===== config.mk =====
export PLATFORM = sky130hd
export DESIGN_NAME = repadd_mul
export DESIGN_NICKNAME = d
export VERILOG_FILES = /design/src/rtl/rpm_pkg.sv /design/src/rtl/rpm_ctrl.sv /design/src/rtl/rpm_operand.sv /design/src/rtl/rpm_accum.sv /design/src/rtl/repadd_mul.sv
export SDC_FILE = /design/constraint.sdc
export NUM_CORES = 1
export LEC_CHECK = 0
export ABC_AREA = 1
export BUFFER_PORTS_ARGS = -buffer_cell sky130_fd_sc_hd__buf_2
export CAP_MARGIN = 30
export CELL_PAD_IN_SITES_DETAIL_PLACEMENT = 0
export CELL_PAD_IN_SITES_GLOBAL_PLACEMENT = 1
export CORE_UTILIZATION = 38
export CTS_CLUSTER_DIAMETER = 80
export DETAILED_ROUTE_END_ITERATION = 7
export GPL_ROUTABILITY_DRIVEN = 1
export GPL_TIMING_DRIVEN = 0
export MAX_ROUTING_LAYER = met4
export PLACE_DENSITY_LB_ADDON = 0.1
export SLEW_MARGIN = 20
export SYNTH_ARGS = -nofsm -noshare
export SYNTH_HDL_FRONTEND = slang
export SYNTH_HIERARCHICAL = 1
export SYNTH_SLANG_ARGS = --single-unit

===== constraint.sdc =====
create_clock -name clk -period 0.9 [get_ports clk]
set_input_delay 0.09 -clock clk [delete_from_list [all_inputs] [get_ports clk]]
set_output_delay 0.09 -clock clk [all_outputs]
set_load 0.005 [all_outputs]

===== src/rtl/rpm_pkg.sv =====
package rpm_pkg;
  typedef enum logic [1:0] {
    ST_IDLE = 2'd0,
    ST_PREP = 2'd1,
    ST_LOOP = 2'd2,
    ST_FIX  = 2'd3
  } rpm_state_e;
endpackage


===== src/rtl/rpm_ctrl.sv =====
module rpm_ctrl
  import rpm_pkg::*;
(
  input  logic       clk,
  input  logic       rst_n,
  input  logic       start,
  input  logic       cnt_zero,
  output logic       load,
  output logic       prep,
  output logic       step,
  output logic       fix
);
  rpm_state_e state_q, state_d;

  always_comb begin
    state_d = state_q;
    unique case (state_q)
      ST_IDLE: if (start) state_d = ST_PREP;
      ST_PREP: state_d = ST_LOOP;
      ST_LOOP: if (cnt_zero) state_d = ST_FIX;
      ST_FIX:  state_d = ST_IDLE;
      default: state_d = ST_IDLE;
    endcase
  end

  always_ff @(posedge clk or negedge rst_n) begin
    if (!rst_n) state_q <= ST_IDLE;
    else        state_q <= state_d;
  end

  assign load = (state_q == ST_IDLE) && start;
  assign prep = (state_q == ST_PREP);
  assign step = (state_q == ST_LOOP) && !cnt_zero;
  assign fix  = (state_q == ST_FIX);

  // a start seen mid-loop must not divert the sequence
  assert_busy_start_ignored_R6: assert property (@(posedge clk) disable iff (!rst_n)
    (state_q == ST_LOOP && start) |=> (state_q == ST_LOOP || state_q == ST_FIX));

  // the fix-up state always hands over to idle
  assert_fix_to_idle_R4: assert property (@(posedge clk) disable iff (!rst_n)
    (state_q == ST_FIX) |=> (state_q == ST_IDLE));
endmodule


===== src/rtl/rpm_operand.sv =====
module rpm_operand #(
  parameter int WIDTH = 8
) (
  input  logic             clk,
  input  logic             rst_n,
  input  logic             load,
  input  logic             prep,
  input  logic             step,
  input  logic [WIDTH-1:0] a_in,
  input  logic [WIDTH-1:0] b_in,
  output logic [WIDTH-1:0] a_q,
  output logic             sign_q,
  output logic             cnt_zero
);
  localparam int MSB = WIDTH - 1;

  logic [WIDTH-1:0] cnt_q, cnt_d, a_d;
  logic             sign_d;
  logic             en;

  assign en = load | prep | step;

  always_comb begin
    a_d    = a_q;
    cnt_d  = cnt_q;
    sign_d = sign_q;
    if (load) begin
      a_d    = a_in;
      cnt_d  = b_in;
      sign_d = 1'b0;
    end else if (prep) begin
      if (cnt_q[MSB]) begin
        cnt_d  = WIDTH'(~cnt_q + 1'b1);
        sign_d = ~sign_q;
      end
    end else if (step) begin
      cnt_d = WIDTH'(cnt_q - 1'b1);
    end
  end

  always_ff @(posedge clk or negedge rst_n) begin
    if (!rst_n) begin
      a_q    <= '0;
      cnt_q  <= '0;
      sign_q <= 1'b0;
    end else if (en) begin
      a_q    <= a_d;
      cnt_q  <= cnt_d;
      sign_q <= sign_d;
    end
  end

  assign cnt_zero = (cnt_q == '0);

  // each loop step removes exactly one unit of the multiplier
  assert_count_down_R4: assert property (@(posedge clk) disable iff (!rst_n)
    step |=> (cnt_q == WIDTH'($past(cnt_q) - 1'b1)));

  // captured multiplicand stays put while not loading
  assert_operand_held_R7: assert property (@(posedge clk) disable iff (!rst_n)
    !load |=> $stable(a_q));
endmodule


===== src/rtl/rpm_accum.sv =====
module rpm_accum #(
  parameter int WIDTH = 8
) (
  input  logic             clk,
  input  logic             rst_n,
  input  logic             load,
  input  logic             step,
  input  logic             fix,
  input  logic             sign,
  input  logic [WIDTH-1:0] addend,
  output logic [WIDTH-1:0] acc_q
);
  logic [WIDTH-1:0] acc_d;
  logic             en;

  assign en = load | step | fix;

  always_comb begin
    acc_d = acc_q;
    if (load)                acc_d = '0;
    else if (step)           acc_d = WIDTH'(acc_q + addend);
    else if (fix && sign)    acc_d = WIDTH'(~acc_q + 1'b1);
  end

  always_ff @(posedge clk or negedge rst_n) begin
    if (!rst_n)  acc_q <= '0;
    else if (en) acc_q <= acc_d;
  end
endmodule


===== src/rtl/repadd_mul.sv =====
module repadd_mul #(
  parameter int WIDTH = 8
) (
  input  logic             clk,
  input  logic             rst_n,
  input  logic             start,
  input  logic [WIDTH-1:0] a,
  input  logic [WIDTH-1:0] b,
  output logic [WIDTH-1:0] result,
  output logic             done
);
  logic [1:0]       rst_sync_q;
  logic             rst_int_n;
  logic             load, prep, step, fix, cnt_zero, sign;
  logic [WIDTH-1:0] a_q;
  logic             done_q;

  always_ff @(posedge clk or negedge rst_n) begin
    if (!rst_n) rst_sync_q <= 2'b00;
    else        rst_sync_q <= {rst_sync_q[0], 1'b1};
  end
  assign rst_int_n = rst_sync_q[1];

  rpm_ctrl u_ctrl (
    .clk(clk), .rst_n(rst_int_n), .start(start), .cnt_zero(cnt_zero),
    .load(load), .prep(prep), .step(step), .fix(fix)
  );

  rpm_operand #(.WIDTH(WIDTH)) u_operand (
    .clk(clk), .rst_n(rst_int_n), .load(load), .prep(prep), .step(step),
    .a_in(a), .b_in(b), .a_q(a_q), .sign_q(sign), .cnt_zero(cnt_zero)
  );

  rpm_accum #(.WIDTH(WIDTH)) u_accum (
    .clk(clk), .rst_n(rst_int_n), .load(load), .step(step), .fix(fix),
    .sign(sign), .addend(a_q), .acc_q(result)
  );

  always_ff @(posedge clk or negedge rst_int_n) begin
    if (!rst_int_n) done_q <= 1'b0;
    else            done_q <= fix;
  end
  assign done = done_q;

  // completion indication lasts a single cycle
  assert_done_single_R5: assert property (@(posedge clk) disable iff (!rst_int_n)
    done |=> !done);

  // a finished product stays visible until a new request
  assert_result_hold_R8: assert property (@(posedge clk) disable iff (!rst_int_n)
    (done && !start) |=> $stable(result));
endmodule


==> metrics.cfg, run 1 <==
[pwr]
intPower_w = 0.00658
power.density_nw_per_um2 = 3910
pwr-share-comb_pct = 69.0
p_seq_share_pct = 21.3
power_switching_share_pct = 47.5
ir_drop_v = 0.00165
p_clk_share_pct = 9.7
total_leakage_power_nw = 1.70
p_switching_w = 0.00595

[worst_setup_path]
arrival_ps = 2020
cp.required_ps = 1080
worstPathMaxFanout = 4
reg2reg_slack_ps = -930
critical-path-top-delay-family = simple AND/OR/NAND/NOR gates
cp_slowest_stage_delay_ps = 400
crit_buf_inv = 5
startpoint_type = register
crit_type = reg2reg
cp_cell_sequence = inv_2, ha_4, nand4_1, nor2_1, inv_1, nand2_2, inv_4, buf_8, nor2_4, nand2_4, nand2_4, buf_6, a21oi_1, nand2_1, nand2_1
critical_path.slowest_cell = dfrtp_1
critPathCaptureType = register

[sta]
setup_ws_ps = -934
finalSetupViolations = 35
period_share_pct = 204
clock.fmax_ghz = 0.545
clock_skew_ps = 12.0
finalHoldViolCount = 0
rsz0062_at_grt = yes
finalMaxSlewViolations = 0
fin_crit_ps = 1830

[detailed_routing]
drtIter0Drc = 129
dr_wl_met2_um = 2500
wl_per_cell_um = 12.2
dr.pass1.iters = 4
met1_length_um = 3060
antenna_left = 0
avgViaCountPerCell = 4.68
top_layer = met4
wl_met3_um = 177
finalWirelength_um = 5800
num_vias = 2232
drc = 0

[yosys]
yosysWarningCount = 6
yosys.area.top_type_share_pct = 33.4
avgSynthCellArea_um2 = 6.94
synth_cell_type_count = 31
synth-seq-cells = 30
syn_nets = 358
ys_seq_area_share_pct = 33.4
synth_area_um2 = 2250
yosysTopAreaCell = dfrtp_1
netlist_instances = 324
ys_top_cells_by_area = dfrtp_1 (33%), nand2_1 (16%), ha_1 (7.8%), nand3_1 (7.1%), inv_1 (7.0%)

[layout]
seq_area_um2 = 763
multi_input_area_um2 = 1400
nNetsFinal = 438
diodes = 0
areaGrowthSynthToFinish_pct = 42.6
layout-drive-gt1-share_pct = 40.0
fin_area_um2 = 3210
fillerInstances = 577

[clock_network]
clock_path_buffers = 2
cts_tree = yes
cts_buffers = 5
htreeDepth = 2
cts-root-buf = clkbuf_8
cts_num_sinks = 30
clkLatencyLatePin_ps = 300
cts.clk_slew.worst_paths_ps = 70

[floorplanning]
dieWidth_um = 78.9
core_um2 = 5610
start_util_pct = 40.1
pin_count = 28
row_count = 27
dieArea_um2 = 6230
fp.dieH_um = 78.9

[global_route]
grt_overflow_total = 0
grt_max_degree = 29
grt_pass1_vias = 2081
grt_pass1_wl_um = 9630
antenna_found_initial = 0
grt_usage_pct = 20.4

[run_status]
violations = negative setup slack
outcome = finished with violations

[job]
max-cap-violations = 0

[placed_design]
dpl.hpwl_um = 3870
port_buffers = 27
place_area_um2 = 2510
gp_congestion = 0.779
place_ws_ps = -1150

[worst_hold_path]
holdCritPathClass = in2reg

## area by class of cell
class	count	area share (%)
multi-input cells	237	43.7
flip-flops and latches	30	23.8
repair buffers	72	17.7
inverters	53	6.94
well taps	72	2.81
clock buffers	6	2.58
plain buffers	4	1.87
clock inverters	2	0.390
repair inverters	1	0.234
## per-stage QoR
| step | hold WS [ps] | util [%] | cells | power, W | setup TNS, ps |
|---|---|---|---|---|---|
| after floorplan | -206 | - | 324 | 0.00765 | -15840 |
| after global placement | -122 | 44.7 | 423 | 0.00902 | -36080 |
| after detailed placement | -120 | 44.7 | 423 | 0.00907 | -22110 |
| after CTS | 4.31 | 53.4 | 463 | 0.0117 | -18560 |
| after global routing | 26.0 | 57.2 | 477 | 0.0138 | -22330 |
| final | 22.8 | 57.2 | 477 | 0.0125 | -19500 |
## worst min-delay path, cell delays in order
cell	delay, ps
buf_2	100
nand2_4	50
nand2_1	40
## registers in the layout, indices dropped and copies added, names as in the netlist
| name | flops |
|---|---|
| u_operand/a_q | 8 |
| u_ctrl/state_q | 2 |
| rst_sync_q | 2 |
| u_accum/acc_q | 8 |
| u_operand/cnt_q | 8 |
| done | 1 |
| u_operand/sign_q | 1 |
## power groups by stage
stage	Clock, W	Sequential (W)	Combinational, W
CTS	0.00126	0.00267	0.00778
finish	0.00122	0.00267	0.00864
floorplan	0	0.00257	0.00509
detailed placement	0	0.00272	0.00635
global placement	0	0.00273	0.00628
global route	0.00129	0.00277	0.00972
## cells in the mapped netlist, drive strengths merged
cell type,number
nand2,114
inv,53
nand3,34
dfrtp,30
nor2,30
o21ai,18
ha,14
a21oi,11
nand4,5
buf,4
xor2,3
a31oi,2
a22oi,1
conb,1
fa,1
nor3,1
o21bai,1
xnor2,1
## layout by cell type (no fill, tap or decap), types with 11 or more instances in the layout
cell,n
dfrtp_1,22
nand2_2,25
nor2_1,19
nand3_1,32
nand2_1,83
buf_4,32
buf_2,25
inv_1,31
inv_2,16
o21ai_1,11
## path summary, 6_finish.rpt
path,start,end,cells past startpoint
worst max-delay path,u_operand/cnt_q[1],u_accum/acc_q[5],15
worst min-delay path,a[4],u_operand/a_q[4],3
worst max register to register,u_operand/cnt_q[1],u_accum/acc_q[5],15
worst min register to register,rst_sync_q[1],u_accum/acc_q[2],0
max in group asynchronous,rst_sync_q[1],u_operand/cnt_q[2],0
min in group asynchronous,rst_n,rst_sync_q[1],2
## routing by layer
layer	track usage (%)	up-vias
met1	28.7	1008
li1	-	1181
met4	5.45	0
met3	3.56	6
met2	30.2	37
met5	-	-
## kinds of logic (layout without fill, tap and decap cells)
family	Yosys count	after routing	share of synthesized area (%)
compound gates	33	33	8.68
other cells	1	1	0.167
xor+xnor	4	4	1.56
flops	30	30	33.4
simple gates	184	184	37.0
buf+inv	57	138	10.5
fa+ha+maj	15	15	8.68
## timing repair
action                                  4_1_cts  5_1_grt
pin swaps                                    13       10
cloned                                        2        1
hold buffers                                  8        0
gates resized for setup                      39       26
endpoints found under the hold margin         9        0
endpoints found under the setup margin       35       48
setup buffers                                22       13
Note: power is estimated with default switching activity, not from simulation.
==> run 2: changes to the inputs <==
Settings changed: RECOVER_POWER from default to 25.
==> run 2 against run 1 <==
Worst setup slack got worse by 6.0 ps. Worst hold slack gained 0.86 ps. Cell count unchanged. Critical path type unchanged. The run still ends with negative setup slack left. Combinational power barely moved. Routed wire length up 0.59%. Non-clock buffer count unchanged. Fmax is 0.33% lower. First-iteration DRC count shrank 16%.
==> metrics.cfg, run 2 (synthesis gave the netlist of run 1 again) <==
[run_status]
outcome = finished with violations
violations = negative setup slack

[floorplanning]
dieArea_um2 = 6230  ; unchanged
start_util_pct = 40.1  ; unchanged
row_count = 27  ; unchanged
dieWidth_um = 78.9  ; unchanged
fp.dieH_um = 78.9  ; unchanged
core_um2 = 5610  ; unchanged
pin_count = 28  ; unchanged

[sta]
holdWs_ps = 23.6  ; +0.857 ps
setup_ws_ps = -940  ; -6.00 ps
period_share_pct = 204  ; +0.67 points
finalSetupViolations = 35  ; unchanged
clock_skew_ps = 9.06  ; -2.98 ps
fin_crit_ps = 1840  ; +6.00 ps
finalHoldViolCount = 0  ; unchanged
rsz0062_at_grt = yes
finalMaxSlewViolations = 0  ; unchanged
clock.fmax_ghz = 0.543  ; -0.33%
tightest_slew_ps = 693
max_slew_margin_pct = 53.8
finalSetupTns_ps = -19540  ; -36.9 ps

[layout]
areaGrowthSynthToFinish_pct = 42.5
diodes = 0  ; unchanged
fillerInstances = 577  ; unchanged
layout-drive-gt1-share_pct = 39.8  ; -0.25 points
final_common_cell = nand2_1
nNetsFinal = 438  ; unchanged
final_cell_mix = nand2_1 (83), nand3_1 (32), buf_4 (32)
fin_area_um2 = 3200  ; -0.12%
top_regs = u_accum/acc_q: 8 flops, u_operand/a_q: 8 flops, u_operand/cnt_q: 8 flops

[global_route]
antenna_found_initial = 0  ; unchanged
grt_overflow_total = 0  ; unchanged
grt_max_degree = 29  ; unchanged
grt_pass1_vias = 2081  ; unchanged
grt_usage_pct = 20.4  ; unchanged
grt_pass1_wl_um = 9630  ; unchanged

[detailed_routing]
num_vias = 2255  ; +1.0%
dr.pass1.iters = 4  ; unchanged
drc = 0  ; unchanged
drtIter0Drc = 109  ; -16%
antenna_left = 0  ; unchanged
avgViaCountPerCell = 4.73  ; +1.0%
wl_per_cell_um = 12.2  ; +0.59%
finalWirelength_um = 5830  ; +0.59%

[placed_design]
gp_congestion = 0.779  ; unchanged
port_buffers = 27  ; unchanged
place_ws_ps = -1150  ; unchanged
dpl.hpwl_um = 3870  ; unchanged
place_area_um2 = 2510  ; unchanged

[worst_setup_path]
critical_path.slowest_cell = dfrtp_1
crit_path_frequent_cell = nand2_2
critPathCaptureType = register
worstPathMaxFanout = 4  ; unchanged
arrival_ps = 2030  ; about the same
cp.required_ps = 1090  ; about the same
cp_slowest_stage_delay_ps = 390  ; about the same
crit_type = reg2reg
startpoint_type = register
cp_cell_sequence = inv_2, ha_4, nand4_1, nor2_1, inv_1, nand2_2, inv_4, buf_8, nor2_4, nand2_4, nand2_4, inv_4, nand2_2, inv_2, nand2_2, o21ai_2

[clock_network]
cts-root-buf = clkbuf_8
cts_tree = yes
cts.clk_slew.worst_paths_ps = 80  ; about the same
cts_num_sinks = 30  ; unchanged
cts_buffers = 5  ; unchanged
htreeDepth = 2  ; unchanged
clkLatencyLatePin_ps = 290  ; about the same
clock_path_buffers = 2  ; unchanged

[worst_hold_path]
holdCritPathClass = in2reg

[pwr]
ir_drop_v = 0.00165  ; about the same
power.density_nw_per_um2 = 3920  ; +0.24%
total_leakage_power_nw = 1.70  ; -0.17%

[job]
max-cap-violations = 0  ; unchanged

-- run 2: path summary, 6_finish.rpt --
path,startpoint,cells past startpoint,slack (ps),end
max,u_operand/cnt_q[0],16,-940,u_accum/acc_q[3]
min,a[4],3,20,u_operand/a_q[4]
max reg2reg,u_operand/cnt_q[0],16,-940,u_accum/acc_q[3]
min reg2reg,rst_sync_q[1],0,320,u_accum/acc_q[2]
max in group asynchronous,rst_sync_q[1],0,80,u_operand/cnt_q[2]
min in group asynchronous,rst_n,2,110,rst_sync_q[0]
-- run 2: layout make-up --
type	instances	area, µm²	share of cell area (%)
Clock inverter	2	12.5	0.391
Sequential cell	30	761	23.8
Timing Repair Buffer	72	566	17.7
Buffer	4	60.1	1.88
Inverter	53	223	6.95
Multi-Input combinational cell	237	1400	43.7
Timing Repair inverter	1	7.51	0.234
Tap cell	72	90.1	2.81
Clock buffer	6	82.6	2.58
-- run 2: per-layer routing --
layer,vias up,global-route usage [%],wire length [µm],share of wire (%)
met2,41,30.2,2530,43
met3,6,3.56,163,2.8
met1,1030,28.7,3080,53
met5,-,-,0,0
li1,1178,-,-,-
met4,0,5.45,51,0.87
-- run 2: report_power, final --
part           internal, W  switching, W
clock network     0.000615      0.000594
registers          0.00201      0.000665
logic              0.00396       0.00470
total              0.00658       0.00596
-- run 2: timing repair --
item | 4_1_cts | 5_1_grt
hold endpoints to repair | 9 | 0
resized for setup | 39 | 26
hold buffers | 8 | 0
pin swaps | 13 | 10
gates cloned | 2 | 1
setup endpoints to repair | 35 | 48
buffers inserted | 22 | 13
-- run 2: per-stage QoR --
step,std cells,power (W),util (%)
6_report,477,0.0125,57.1
3_3_place_gp,423,0.00902,44.7
2_1_floorplan,324,0.00765,-
5_1_grt,477,0.0138,57.1
4_1_cts,463,0.0117,53.4
3_5_place_dp,423,0.00907,44.7
-- run 2: critical path, delay by kind of cell (launching register included) --
| family | cells | cell delay [ps] |
|---|---|---|
| AND/OR/NAND/NOR | 8 | 760 |
| adder cells (fa/ha/maj) | 1 | 130 |
| AO/OA/AOI/OAI | 1 | 50 |
| buffers and inverters | 6 | 400 |
| flip-flops | 1 | 390 |
